===== src/rtl/kwm_pkg.sv =====
package kwm_pkg;
  localparam int KWM_DATA_W  = 8;
  localparam int KWM_FRAME_W = KWM_DATA_W + 3;

  typedef logic [KWM_DATA_W-1:0] kwm_byte_t;

  // Field order matches arrival order: start arrives first (bit 0).
  typedef struct packed {
    logic      stop;
    logic      parity;
    kwm_byte_t data;
    logic      start;
  } kwm_frame_t;

  // Odd parity: data and parity bit together carry an odd count of ones.
  function automatic logic kwm_parity_ok(kwm_byte_t d, logic p);
    return ((^d) ^ p) == 1'b1;
  endfunction

  function automatic logic kwm_frame_ok(kwm_frame_t f);
    return (f.start == 1'b0) && (f.stop == 1'b1) && kwm_parity_ok(f.data, f.parity);
  endfunction
endpackage


===== src/rtl/kwm_sync.sv =====
module kwm_sync #(
  parameter int   STAGES  = 2,
  parameter logic RST_VAL = 1'b1
) (
  input  logic clk,
  input  logic rst_n,
  input  logic d_i,
  output logic q_o
);
  logic [STAGES-1:0] chain;

  always_ff @(posedge clk or negedge rst_n) begin
    if (!rst_n) chain <= {STAGES{RST_VAL}};
    else        chain <= {chain[STAGES-2:0], d_i};
  end

  assign q_o = chain[STAGES-1];
endmodule


===== src/rtl/kwm_frame_rx.sv =====
module kwm_frame_rx
  import kwm_pkg::*;
#(
  parameter int TIMEOUT_CYC = 100000,
  localparam int CNT_W = $clog2(KWM_FRAME_W + 1),
  localparam int TMR_W = $clog2(TIMEOUT_CYC)
) (
  input  logic             clk,
  input  logic             rst_n,
  input  logic             kclk_s_i,
  input  logic             kdat_s_i,
  output logic             fall_evt_o,
  output logic [CNT_W-1:0] bit_cnt_o,
  output logic             frm_done_o,
  output logic             frm_good_o,
  output kwm_byte_t        frm_data_o
);
  logic             kclk_d;
  logic [CNT_W-1:0] bit_cnt;
  logic [TMR_W-1:0] tmr;
  kwm_frame_t       sh;
  kwm_frame_t       sh_nxt;
  logic             last_bit;
  logic             tmo_hit;

  assign fall_evt_o = kclk_d & ~kclk_s_i;
  assign sh_nxt     = kwm_frame_t'({kdat_s_i, sh[KWM_FRAME_W-1:1]});
  assign last_bit   = (bit_cnt == CNT_W'(KWM_FRAME_W - 1));
  assign tmo_hit    = (bit_cnt != '0) && (tmr == TMR_W'(TIMEOUT_CYC - 1)) && !fall_evt_o;

  always_ff @(posedge clk or negedge rst_n) begin
    if (!rst_n) begin
      kclk_d     <= 1'b1;
      bit_cnt    <= '0;
      tmr        <= '0;
      sh         <= '0;
      frm_done_o <= 1'b0;
      frm_good_o <= 1'b0;
      frm_data_o <= '0;
    end else begin
      kclk_d     <= kclk_s_i;
      frm_done_o <= 1'b0;
      if (fall_evt_o) begin
        sh  <= sh_nxt;
        tmr <= '0;
        if (last_bit) begin
          bit_cnt    <= '0;
          frm_done_o <= 1'b1;
          frm_good_o <= kwm_frame_ok(sh_nxt);
          frm_data_o <= sh_nxt.data;
        end else begin
          bit_cnt <= bit_cnt + 1'b1;
        end
      end else if (tmo_hit) begin
        bit_cnt <= '0;
        tmr     <= '0;
      end else if (bit_cnt != '0) begin
        tmr <= tmr + 1'b1;
      end else begin
        tmr <= '0;
      end
    end
  end

  assign bit_cnt_o = bit_cnt;
endmodule


===== src/rtl/kwm_code_reg.sv =====
module kwm_code_reg
  import kwm_pkg::*;
#(
  parameter int        ADDR_W     = 8,
  parameter int        CODE_ADDR  = 'h11,
  parameter kwm_byte_t RESET_CODE = '0
) (
  input  logic              clk,
  input  logic              por_n,
  input  logic              wr_i,
  input  logic [ADDR_W-1:0] addr_i,
  input  kwm_byte_t         wdata_i,
  output kwm_byte_t         code_o,
  output kwm_byte_t         rdata_o
);
  logic hit;
  assign hit = (addr_i == ADDR_W'(CODE_ADDR));

  always_ff @(posedge clk or negedge por_n) begin
    if (!por_n)          code_o <= RESET_CODE;
    else if (wr_i && hit) code_o <= wdata_i;
  end

  assign rdata_o = hit ? code_o : '0;
endmodule


===== src/rtl/kbd_wake_match.sv =====
module kbd_wake_match
  import kwm_pkg::*;
#(
  parameter int CLK_HZ      = 50_000_000,
  parameter int TIMEOUT_US  = 2000,
  parameter int SYNC_STAGES = 2,
  parameter int ADDR_W      = 8,
  parameter int CODE_ADDR   = 'h11,
  localparam int TO_CYC     = (CLK_HZ / 1_000_000) * TIMEOUT_US,
  localparam int CNT_W      = $clog2(KWM_FRAME_W + 1)
) (
  input  logic                  clk,
  input  logic                  rst_n,
  input  logic                  por_n,
  input  logic                  kbd_clk_i,
  input  logic                  kbd_dat_i,
  input  logic                  reg_wr_i,
  input  logic [ADDR_W-1:0]     reg_addr_i,
  input  logic [KWM_DATA_W-1:0] reg_wdata_i,
  output logic [KWM_DATA_W-1:0] reg_rdata_o,
  output logic                  wake_o
);
  logic             kclk_s;
  logic             kdat_s;
  logic             fall_evt;
  logic [CNT_W-1:0] bit_cnt;
  logic             frm_done;
  logic             frm_good;
  kwm_byte_t        frm_data;
  kwm_byte_t        code_q;
  logic             match_evt;

  kwm_sync #(.STAGES(SYNC_STAGES), .RST_VAL(1'b1)) u_sync_clk (
    .clk(clk), .rst_n(rst_n), .d_i(kbd_clk_i), .q_o(kclk_s));

  kwm_sync #(.STAGES(SYNC_STAGES), .RST_VAL(1'b1)) u_sync_dat (
    .clk(clk), .rst_n(rst_n), .d_i(kbd_dat_i), .q_o(kdat_s));

  kwm_frame_rx #(.TIMEOUT_CYC(TO_CYC)) u_rx (
    .clk        (clk),
    .rst_n      (rst_n),
    .kclk_s_i   (kclk_s),
    .kdat_s_i   (kdat_s),
    .fall_evt_o (fall_evt),
    .bit_cnt_o  (bit_cnt),
    .frm_done_o (frm_done),
    .frm_good_o (frm_good),
    .frm_data_o (frm_data)
  );

  kwm_code_reg #(.ADDR_W(ADDR_W), .CODE_ADDR(CODE_ADDR), .RESET_CODE('0)) u_code (
    .clk     (clk),
    .por_n   (por_n),
    .wr_i    (reg_wr_i),
    .addr_i  (reg_addr_i),
    .wdata_i (reg_wdata_i),
    .code_o  (code_q),
    .rdata_o (reg_rdata_o)
  );

  assign match_evt = frm_done && frm_good && (frm_data == code_q);

  always_ff @(posedge clk or negedge rst_n) begin
    if (!rst_n) wake_o <= 1'b0;
    else        wake_o <= match_evt;
  end
endmodule


===== config.mk =====
export PLATFORM = sky130hd
export DESIGN_NAME = kbd_wake_match
export DESIGN_NICKNAME = d
export VERILOG_FILES = /design/src/rtl/kwm_pkg.sv /design/src/rtl/kwm_sync.sv /design/src/rtl/kwm_frame_rx.sv /design/src/rtl/kwm_code_reg.sv /design/src/rtl/kbd_wake_match.sv
export SDC_FILE = /design/constraint.sdc
export NUM_CORES = 1
export LEC_CHECK = 0
export ABC_AREA = 1
export BUFFER_PORTS_ARGS = -buffer_cell sky130_fd_sc_hd__buf_4
export CAP_MARGIN = 20
export CORE_UTILIZATION = 52
export DETAILED_ROUTE_END_ITERATION = 7
export GPL_ROUTABILITY_DRIVEN = 0
export PLACE_DENSITY_LB_ADDON = 0.05
export SLEW_MARGIN = 20
export SYNTH_ARGS = -nofsm -noshare
export SYNTH_HDL_FRONTEND = slang
export SYNTH_SLANG_ARGS = --single-unit

===== constraint.sdc =====
create_clock -name clk -period 1.6 [get_ports clk]
set_clock_uncertainty 0.15 [all_clocks]
set_input_delay 0.16 -clock clk [delete_from_list [all_inputs] [get_ports clk]]
set_output_delay 0.16 -clock clk [all_outputs]
set_load 0.1 [all_outputs]

==> key figures, run 1 <==
Synth
  – Post-synth top area share: roughly 47%
  – Post-synthesis cell area: around 0.0026 mm^2
  – Mapped Cells: 313
  – FFs w/ async S/R, synth: 100%
  – Synth Register Bits: 55
  – Post-synthesis cell type with the largest combined area: dfrtp_1
  – Largest cells by area after synthesis: dfrtp_1 47%, nand2_1 10%, nor2_1 6.7%
  – Most frequent cell after synthesis: nand2_1
  – Synthesis warning total: 0
  – Synth cell types: 26
  – Sequential area share after synthesis: 52.4%
  – Mapped Nets: roughly 340
  – Syn Area/Cell: 8.43 um^2
  – Commonest cells in the netlist: 71 x nand2_1, 50 x dfrtp_1, 47 x nor2_1
  – Prevailing post-synth register cell: dfrtp_1
  – Post-synth EDFFs: 0

Placement
  – Detail Placement HPWL: 3560 um
  – Placed Cells: 416
  – Port buffer count: 30

Routing
  – Routed Antenna Nets: 0
  – Wire per inst: 12.4 um
  – Vias per cell: 4.96
  – Met2 WL: 2840 um
  – Met3 WL: 100 um
  – First-pass iteration count of the detailed router: 4
  – Top layer in use: met4
  – Vias: 2189
  – Total Wirelength: 5460 um
  – WL met1: 2370 um
  – 1st-iter DRT viols: 103
  – DR DRC count: 0

Power
  – Leak: 1.64 nW
  – Tot Pwr: 3.52 mW
  – Peak supply drop: 576 uV
  – PwrDens: 1010 mW/mm^2

Setup path
  – CP most frequent cell: nor2_4
  – Worst r2r src: u_rx.tmr[1]
  – Crit. End Element: flip-flop
  – Slowest CP cell: dfrtp_1
  – Worst path required time: 1.66 ns
  – Bufs and invs on worst path: 1
  – Delay of the slowest critical-path stage: 0.37 ns
  – Crit-path cells: ha_2, nand2_2, nor2_4, buf_6, nand3_4, nor2_4, xor2_1, nor2_1
  – Crit. Startpoint: u_rx.tmr[1]
  – CP Max Fanout: 4
  – Top delay family on crit path: simple AND/OR/NAND/NOR gates
  – Critical path type: flip-flop to flip-flop
  – CP arrival: 1.63 ns
  – Startpoint types: flip-flop

Final layout
  – Register area: around 0.0014 mm^2
  – Fin nets: 399
  – ANT cells: 0
  – Area of the multi-input gates: ~0.0012 mm^2
  – Share of cells above drive strength 1: between 20% and 30%
  – Post-route insts no fill: 441
  – Fillers: roughly 380
  – Area Growth Syn to Fin: 32.3%
  – Final core occ: 72.5%

Timing
  – Final hold violation count: 0
  – Ratio of final minimum period to clock period: between 90% and 100%
  – RSZ-0062 raised after global routing: yes
  – Final Max Slew Viols: 0
  – Hold slack: 0.0401 ns
  – Final setup fails: 0
  – Fmax: 635 MHz
  – Slew HR: 60.4%
  – Slew of the pin with the lowest slew margin: 0.594 ns
  – Minimum clock period: 1.57 ns

Die
  – Row count: 25
  – I/O pin count: 31
  – Chip width: 73.3 um
  – Initial Util: between 50% and 60%
  – Die H: 73.3 um
  – Die area: 0.00537 mm^2
  – Area of the core: 0.00482 mm^2

Global routing
  – Largest net degree at the start of global routing: between 40 and 50
  – Vias in the first global route: 2108
  – First-pass GRT wire length: ~8800 um
  – Initial antenna violation count: 0
  – Gr ovfl total: 0
  – Global Route Usage Sum: a little over a fifth

Flow run
  – Maxcap violations: 0

CTS
  – H-tree depth: 2
  – CTS max path bufs: 2
  – Clock Sinks: 55
  – Root cell of the clock tree: clkbuf_8
  – CTS tree: built
  – Number of buffers created by CTS: 5
  – Worst-path clk slew: approximately 0.1 ns
  – Worst-Skew Late Latency: approximately 0.32 ns

Status
  – Outcome: complete, no violations

Worst hold path
  – Hold crit path type: input pin to asynchronous set/reset pin
## stage by stage
stage	worst slack (ns)	cell area, um^2	TNS [ns]
final	0.0263	3490	0
after global routing	-0.0635	3490	-0.392
after CTS	0.0103	3310	0
after detailed placement	0.0123	3070	0
after global placement	0.0109	3070	0
after floorplan	0.0328	2710	0
## timing repair
action | CTS | global route
hold buffers | 12 | 0
setup endpoints to repair | 3 | 31
setup buffers | 0 | 3
resized for setup | 3 | 27
cloned | 0 | 2
endpoints found under the hold margin | 60 | 0
pin swaps | 0 | 4
## metal layers
layer / global-route usage [%] / vias up
met1: 24.2 / 1047
met5: 0 / -
met2: 39.2 / 26
met4: 10.9 / 0
li1: - / 1102
met3: 3.98 / 14
## worst reg2reg max path, stage by stage (launching register included)
cell     delay (ns)
dfrtp_1        0.37
ha_2           0.19
nand2_2        0.08
nor2_4         0.11
buf_6          0.12
nand3_4        0.09
nor2_4         0.17
xor2_1         0.16
nor2_1         0.05
## worst paths after layout
kind	to	cells past startpoint	slack, ns
hold / removal	u_code.code_o[4]	2	0.04
min in group clk	u_code.code_o[1]	3	0.19
setup / recovery	u_rx.tmr[12]	8	0.03
hold reg to reg	u_sync_dat.chain[1]	0	0.21
max in group asynchronous	u_rx.sh[4]	2	0.66
setup reg to reg	u_rx.tmr[12]	8	0.03
## sequential cells by signal, indices dropped and copies added, names as in the netlist
| signal | count |
|---|---|
| u_rx.tmr | 17 |
| u_rx.sh | 10 |
| u_code.code_o | 8 |
| u_rx.frm_data_o | 8 |
| u_rx.bit_cnt_o | 4 |
| u_sync_clk.chain | 2 |
| u_sync_dat.chain | 2 |
| u_rx.frm_done_o | 1 |
| u_rx.frm_good_o | 1 |
| u_rx.kclk_d | 1 |
| wake_o | 1 |
## logic make-up (layout without fill, tap and decap cells)
group	count (synthesis)	count (layout)	synth area share, %
adder cells (fa/ha/maj)	4	4	1.90
XOR/XNOR	14	14	4.64
flip-flops	55	55	52.4
AND/OR/NAND/NOR	158	158	26.6
buffers and inverters	42	103	6.73
AO/OA/AOI/OAI	40	40	7.77
## cell type report
class | count | area share [%]
flip-flops and latches | 55 | 39.6
multi-input cells | 216 | 34.8
repair buffers | 58 | 15.7
inverters | 37 | 3.98
well taps | 67 | 2.40
clock buffers | 6 | 2.36
clock inverters | 2 | 1.11
## cell usage in the layout (no fill, tap or decap), types with 3 or more instances in the layout
cell type and instances:
ha_1 3, inv_1 34, dfrtp_1 50, xor2_1 7, nor2_4 13, o21ai_0 22, inv_2 3, dlygate4sd3_1 12
nor3_1 5, buf_6 11, nand2_1 67, dfstp_2 5, nand3_1 14, nand3_2 3, xnor2_1 7, nand2_2 5
a21oi_1 14, nor2_1 36, clkbuf_8 6, buf_4 32, nor3b_2 4, nor2_2 4
## power breakdown
group | leakage, nW | internal [mW] | switching (mW) | total [mW]
clock network | 0.0618 | 0.515 | 0.456 | 0.971
logic | 0.883 | 0.365 | 0.459 | 0.824
registers | 0.695 | 1.57 | 0.156 | 1.72
total | 1.64 | 2.45 | 1.07 | 3.52
Power figures use the tool's default switching activity.
==> run 2: changes to the inputs <==
ABC_AREA = 0   (was 1)
BUFFER_PORTS_ARGS = unset   (was -buffer_cell sky130_fd_sc_hd__buf_4)
CORE_UTILIZATION = 56   (was 52)
DONT_BUFFER_PORTS = 1   (was unset)
==> key figures, run 2 <==
Final layout
  – Final core occ: 77.3% (+4.8 points)
  – Post-route insts no fill: 360 (-18%)
  – Top flop regs: u_rx.tmr (17), u_rx.sh (10)
  – Area Growth Syn to Fin: 32.5%
  – Post-route cell area: 0.00339 mm^2 (-3.0%)
  – Share of cells above drive strength 1: 33.4% (+7.5 points)
  – Most common library cell in the layout ignoring fill and taps: nand2_1
  – Biggest register: u_rx.tmr
  – Commonest cells after routing, fill and taps aside: 58 x nand2_1, 50 x dfrtp_1, 29 x buf_4
  – Fin nets: 333 (-17%)
  – ANT cells: 0 (unchanged)
  – Largest register FFs: 17 (unchanged)

Synth
  – Mapped Cells: 249 (-20%)
  – Post-synth top area share: 48.9% (+1.5 points)
  – Sequential area share after synthesis: 54.1% (+1.7 points)
  – Post-synthesis cell area: 0.00256 mm^2 (-3.1%)
  – Syn Area/Cell: 10.3 um^2 (+22%)
  – Largest cells by area after synthesis: dfrtp_1 49%, nand2_1 8.7%, xnor2_1 6.2%
  – Post-synthesis cell type with the largest combined area: dfrtp_1
  – Post-synth EDFFs: 0 (unchanged)
  – Synth cell types: 36 (+38%)
  – Prevailing post-synth register cell: dfrtp_1
  – FFs w/ async S/R, synth: 100% (unchanged)
  – Synth Register Bits: 55 (unchanged)
  – Mapped Nets: 275 (-19%)
  – Synthesis warning total: 0 (unchanged)
  – Most frequent cell after synthesis: nand2_1
  – Commonest cells in the netlist: 59 x nand2_1, 50 x dfrtp_1, 18 x xnor2_1

Timing
  – Final hold violation count: 0 (unchanged)
  – RSZ-0062 raised after global routing: yes
  – Minimum clock period: 1.62 ns (+0.0496 ns)
  – Fmax: 616 MHz (-3.1%)
  – Final setup fails: 3 (+3)
  – Final worst slack: -0.0232 ns (-0.0496 ns)
  – Slew HR: 76.0% (+16 points)
  – Final Max Slew Viols: 0 (unchanged)
  – Sum Neg Setup Slack: -0.0363 ns (-0.0363 ns)
  – Ratio of final minimum period to clock period: 101% (+3.1 points)
  – Slew of the pin with the lowest slew margin: 0.359 ns (-0.235 ns)

CTS
  – CTS max path bufs: 2 (unchanged)
  – CTS tree: built
  – Number of buffers created by CTS: 5 (unchanged)
  – Worst-Skew Late Latency: 0.31 ns (about the same)
  – H-tree depth: 2 (unchanged)
  – Worst-path clk slew: 0.10 ns (about the same)
  – Root cell of the clock tree: clkbuf_8
  – Clock Sinks: 55 (unchanged)

Routing
  – First-pass iteration count of the detailed router: 6 (+2)
  – Total Wirelength: 5160 um (-5.6%)
  – Vias: 1906 (-13%)
  – Wire per inst: 14.3 um (+16%)
  – DR DRC count: 0 (unchanged)
  – 1st-iter DRT viols: 89 (-14%)
  – Vias per cell: 5.29 (+6.7%)
  – Routed Antenna Nets: 0 (unchanged)

Setup path
  – Crit-path cells: ha_2, nand4_1, nor4_2, xnor2_1, nor2_4
  – Slowest CP cell: dfrtp_1
  – Bufs and invs on worst path: 0 (-1)
  – Startpoint types: flip-flop
  – Critical path type: flip-flop to flip-flop
  – Worst r2r src: u_rx.tmr[1]
  – Reg-to-reg endpoint: u_rx.tmr[14]
  – Setup slack, reg-to-reg: -0.02 ns (-0.05 ns)
  – Top delay family on crit path: simple AND/OR/NAND/NOR gates
  – Delay of the slowest critical-path stage: 0.37 ns (about the same)
  – Worst path required time: 1.65 ns (about the same)
  – CP arrival: 1.68 ns (+0.05 ns)
  – Worst R2R Path Depth: 5 (-3)
  – Crit. End Element: flip-flop
  – CP Max Fanout: 3 (-1)

Die
  – Row count: 24 (-4.0%)
  – Initial Util: 58.3% (+3.5 points)
  – Die H: 69.6 um (-5.0%)
  – Area of the core: 0.00438 mm^2 (-9.0%)
  – Chip width: 69.6 um (-5.0%)
  – Die area: 0.00484 mm^2 (-9.8%)
  – I/O pin count: 31 (unchanged)

Power
  – Clock Power Share: 22.1% (-5.5 points)
  – Switching part of the total power: 30.6% (+0.14 points)
  – Peak supply drop: 677 uV (+17%)
  – Leak: 1.58 nW (-3.6%)
  – PwrDens: 1000 mW/mm^2 (-0.48%)
  – Internal power: 2.36 mW (-3.6%)
  – Reg power frac: 51.7% (+2.7 points)
  – Comb power frac: 26.3% (+2.9 points)
  – Switching power: 1.04 mW (-3.0%)

Worst hold path
  – Hold crit path type: input pin to asynchronous set/reset pin

Global routing
  – Largest net degree at the start of global routing: 48 (unchanged)
  – Initial antenna violation count: 0 (unchanged)
  – Gr ovfl total: 0 (unchanged)
  – Global Route Usage Sum: 23.6% (+2.0 points)
  – First-pass GRT wire length: 8810 um (+0.48%)
  – Vias in the first global route: 1870 (-11%)

Placement
  – Detail Placement HPWL: 3420 um (-4.0%)
  – Port buffer count: 0 (-100%)
  – Post-placement cell area: 0.00296 mm^2 (-3.3%)
  – Pre-CTS setup slack: -0.0216 ns (-0.0338 ns)
  – Placed Cells: 329 (-21%)

Status
  – Outcome: complete, but fails checks
  – Failing checks: setup timing

Flow run
  – Maxcap violations: 0 (unchanged)
run 2: cell types whose count changed after synthesis, sizes merged, moves of 8 or more:
cell   before  now
mux2        0    8
nand2      74   60
nand3      18   10
a21oi      14    6
nand4       0    9
inv        37    5
o21ai      23    5
xnor2       7   18
and2        0    9
nor2       53   18
run 2: metal layers:
layer  global-route usage, %  part of all wire (%)  up-vias
met3                    4.80                   3.7        8
met2                    35.8                    47       41
met4                    8.84                   1.5        0
met1                    33.8                    48      907
met5                       0                     0        -
li1                        -                     -      950
run 2: kinds of logic (layout without fill, tap and decap cells):
kind of cell	after synthesis	count (layout)	synth area share [%]
DFF	55	55	54.1
adders and majority gates	4	4	1.96
xor gates and xnor gates	28	28	10.1
and+or+nand+nor	128	129	25.3
AOI/OAI and AO/OA	14	14	3.13
muxes	8	8	3.52
buffers and inverters	12	70	1.86
run 2: metrics by stage:
stage	hold WS (ns)	total power, mW
after global placement	-0.285	2.44
after global routing	0.0539	3.60
final	0.0377	3.40
after floorplan	-0.286	2.25
after CTS	0.0428	3.38
after detailed placement	-0.285	2.46
run 2: power by group through the flow:
stage               Clock, mW  Sequential (mW)  Combinational [mW]
floorplan                   0             1.73               0.513
global placement            0             1.76               0.681
detailed placement          0             1.77               0.698
CTS                     0.779             1.74               0.854
global route            0.813             1.78                1.00
finish                  0.750             1.75               0.892
run 2: what timing repair did:
| action | in CTS | in global routing |
|---|---|---|
| resized for setup | 15 | 18 |
| pin swaps | 9 | 12 |
| hold buffers | 14 | 0 |
| setup endpoints to repair | 16 | 38 |
| setup buffers | 7 | 0 |
| hold endpoints to repair | 65 | 0 |
| gates cloned | 1 | 1 |
run 2: layout make-up:
class                   count  area, um^2
repair buffers             56         592
multi-input cells         183        1240
inverters                   6        23.8
fillers                   296         995
clock buffers               6        72.6
clock inverters             2        12.5
flip-flops and latches     55        1380
well taps                  52        65.1
run 2: worst reg2reg max path, delay by kind of cell, from the launching register on:
kind                     cells  cell delay, ns
flip-flops                   1            0.37
XOR/XNOR                     1            0.21
AND/OR/NAND/NOR              3            0.59
adder cells (fa/ha/maj)      1            0.20
run 2: how the worst max path moves through the flow:
stage	from	end	slack, ns	depth (start not counted)
after floorplan	reg_addr_i[3]	reg_rdata_o[0]	-0.06	3
after global placement	u_rx.tmr[1]	u_rx.tmr[16]	-0.01	5
after detailed placement	u_rx.tmr[1]	u_rx.tmr[6]	-0.02	6
after CTS	u_rx.tmr[6]	u_rx.tmr[13]	-0.03	5
after global routing	u_rx.tmr[1]	u_rx.bit_cnt_o[2]	-0.11	6
final	u_rx.tmr[1]	u_rx.tmr[14]	-0.02	5
==> run 3: changes to the inputs <==
REMOVE_ABC_BUFFERS = 1   (was unset)
==> key figures, run 3 (synthesis gave the netlist of run 2 again) <==
Placement
  – Detail Placement HPWL: 3620 um (+5.8%)
  – Post-placement cell area: 0.00297 mm^2 (+0.17%)
  – Placed Cells: 331 (+0.61%)
  – Port buffer count: 0 (unchanged)

Timing
  – Final Max Slew Viols: 0 (unchanged)
  – Fmax: 582 MHz (-5.5%)
  – Slew HR: 75.1% (-0.87 points)
  – RSZ-0062 raised after global routing: yes
  – Minimum clock period: 1.72 ns (+0.0947 ns)
  – Final worst slack: -0.118 ns (-0.0947 ns)
  – Final setup fails: 22 (+19)
  – Slew of the pin with the lowest slew margin: 0.372 ns (+0.0130 ns)
  – Ratio of final minimum period to clock period: 107% (+5.9 points)
  – Final hold violation count: 0 (unchanged)
  – Sum Neg Setup Slack: -1.81 ns (-1.77 ns)

Power
  – PwrDens: 1010 mW/mm^2 (+1.1%)
  – Leak: 1.57 nW (-1.0%)
  – Peak supply drop: 883 uV (+30%)

Final layout
  – Most common library cell in the layout ignoring fill and taps: nand2_1
  – Area Growth Syn to Fin: 34.4%
  – Share of cells above drive strength 1: 36.4% (+2.9 points)
  – ANT cells: 0 (unchanged)
  – Biggest register: u_rx.tmr
  – Final core occ: 78.4% (+1.1 points)
  – Commonest cells after routing, fill and taps aside: 58 x nand2_1, 50 x dfrtp_1, 31 x buf_4
  – Post-route insts no fill: 360 (unchanged)
  – Largest register FFs: 17 (unchanged)
  – Top flop regs: u_rx.tmr (17), u_rx.sh (10)
  – Fin nets: 333 (unchanged)
  – Post-route cell area: 0.00344 mm^2 (+1.4%)

Die
  – Row count: 24 (unchanged)
  – I/O pin count: 31 (unchanged)
  – Area of the core: 0.00438 mm^2 (unchanged)
  – Die area: 0.00484 mm^2 (unchanged)
  – Die H: 69.6 um (unchanged)
  – Initial Util: 58.3% (unchanged)
  – Chip width: 69.6 um (unchanged)

Global routing
  – Gr ovfl total: 0 (unchanged)
  – Initial antenna violation count: 0 (unchanged)
  – Global Route Usage Sum: 24.0% (+0.39 points)
  – Vias in the first global route: 1953 (+4.4%)
  – Largest net degree at the start of global routing: 48 (unchanged)
  – First-pass GRT wire length: 9020 um (+2.3%)

CTS
  – Number of buffers created by CTS: 5 (unchanged)
  – CTS max path bufs: 2 (unchanged)
  – Worst-path clk slew: 0.10 ns (about the same)
  – Worst-Skew Late Latency: 0.31 ns (about the same)
  – CTS tree: built
  – Root cell of the clock tree: clkbuf_8
  – Clock Sinks: 55 (unchanged)
  – H-tree depth: 2 (unchanged)

Flow run
  – Maxcap violations: 0 (unchanged)

Routing
  – Total Wirelength: 5580 um (+8.2%)
  – Vias per cell: 5.41 (+2.2%)
  – Vias: 1948 (+2.2%)
  – 1st-iter DRT viols: 154 (+73%)
  – Wire per inst: 15.5 um (+8.2%)
  – First-pass iteration count of the detailed router: 4 (-2)
  – DR DRC count: 0 (unchanged)
  – Routed Antenna Nets: 0 (unchanged)

Setup path
  – Worst path required time: 1.65 ns (about the same)
  – Worst r2r src: u_rx.tmr[6]
  – Crit. Startpoint: u_rx.tmr[6]
  – Critical path type: flip-flop to flip-flop
  – Startpoint types: flip-flop
  – CP arrival: 1.76 ns (+0.08 ns)
  – CP Max Fanout: 7 (+4)
  – Crit. End Element: flip-flop

Worst hold path
  – Hold crit path type: input pin to asynchronous set/reset pin

Status
  – Failing checks: setup timing
  – Outcome: complete, but fails checks
==> run 3: cell types whose count changed in the layout (fill, tap and decap cells not counted), sizes merged <==
cell      previous run  this run
clkinvlp             1         3
clkinv               2         1
clkbuf               6         5
==> run 3: final timing paths <==
path,to,slack [ns],depth (start not counted)
max,u_rx.tmr[14],-0.12,5
min,u_code.code_o[5],0.05,1
max reg2reg,u_rx.tmr[14],-0.12,5
min reg2reg,u_sync_dat.chain[1],0.20,0
max in group asynchronous,u_sync_dat.chain[0],0.80,2
min in group clk,u_sync_dat.chain[1],0.20,0
==> run 3: area by class of cell <==
type / instances / area (um^2)
tap: 52 / 65.1
timing repair buffer: 56 / 588
inverter: 6 / 26.3
multi-input combinational: 183 / 1290
fill: 290 / 947
clock buffer: 5 / 68.8
clock inverter: 3 / 20.0
sequential: 55 / 1380
==> run 3: routing by layer <==
layer	global-route usage (%)	vias to the layer above	routed length, um
li1	-	951	-
met1	29.9	947	2360
met2	42.0	37	2940
met3	4.22	13	142
met4	8.62	0	137
met5	0	-	0
==> run 3: worst max-delay path: stages, from the launching register on <==
cell,delay (ns)
dfrtp_1,0.45
nor4bb_2,0.33
nand4_1,0.27
nand2_2,0.19
buf_8,0.16
nor2_2,0.05
==> run 3: power by group <==
| group | total (mW) | leakage (nW) | switching (mW) | internal [mW] |
|---|---|---|---|---|
| clock network | 0.749 | 0.0402 | 0.444 | 0.305 |
| logic | 0.980 | 0.792 | 0.475 | 0.505 |
| registers | 1.75 | 0.733 | 0.183 | 1.57 |
==> run 3: per-stage QoR <==
step,setup WS (ns),power (mW),hold WS (ns)
3_5_place_dp,-0.153,2.47,-0.285
6_report,-0.118,3.48,0.0463
3_3_place_gp,-0.0290,2.44,-0.285
4_1_cts,-0.0420,3.43,0.0538
2_1_floorplan,-0.347,2.20,-0.286
5_1_grt,-0.176,3.69,0.0723
==> run 3: repair_timing <==
action | CTS | global route
setup buffers | 3 | 2
pin swaps | 14 | 14
endpoints found under the hold margin | 65 | 0
gates resized for setup | 25 | 26
hold buffers | 14 | 0
cloned | 1 | 1
setup endpoints to repair | 27 | 38
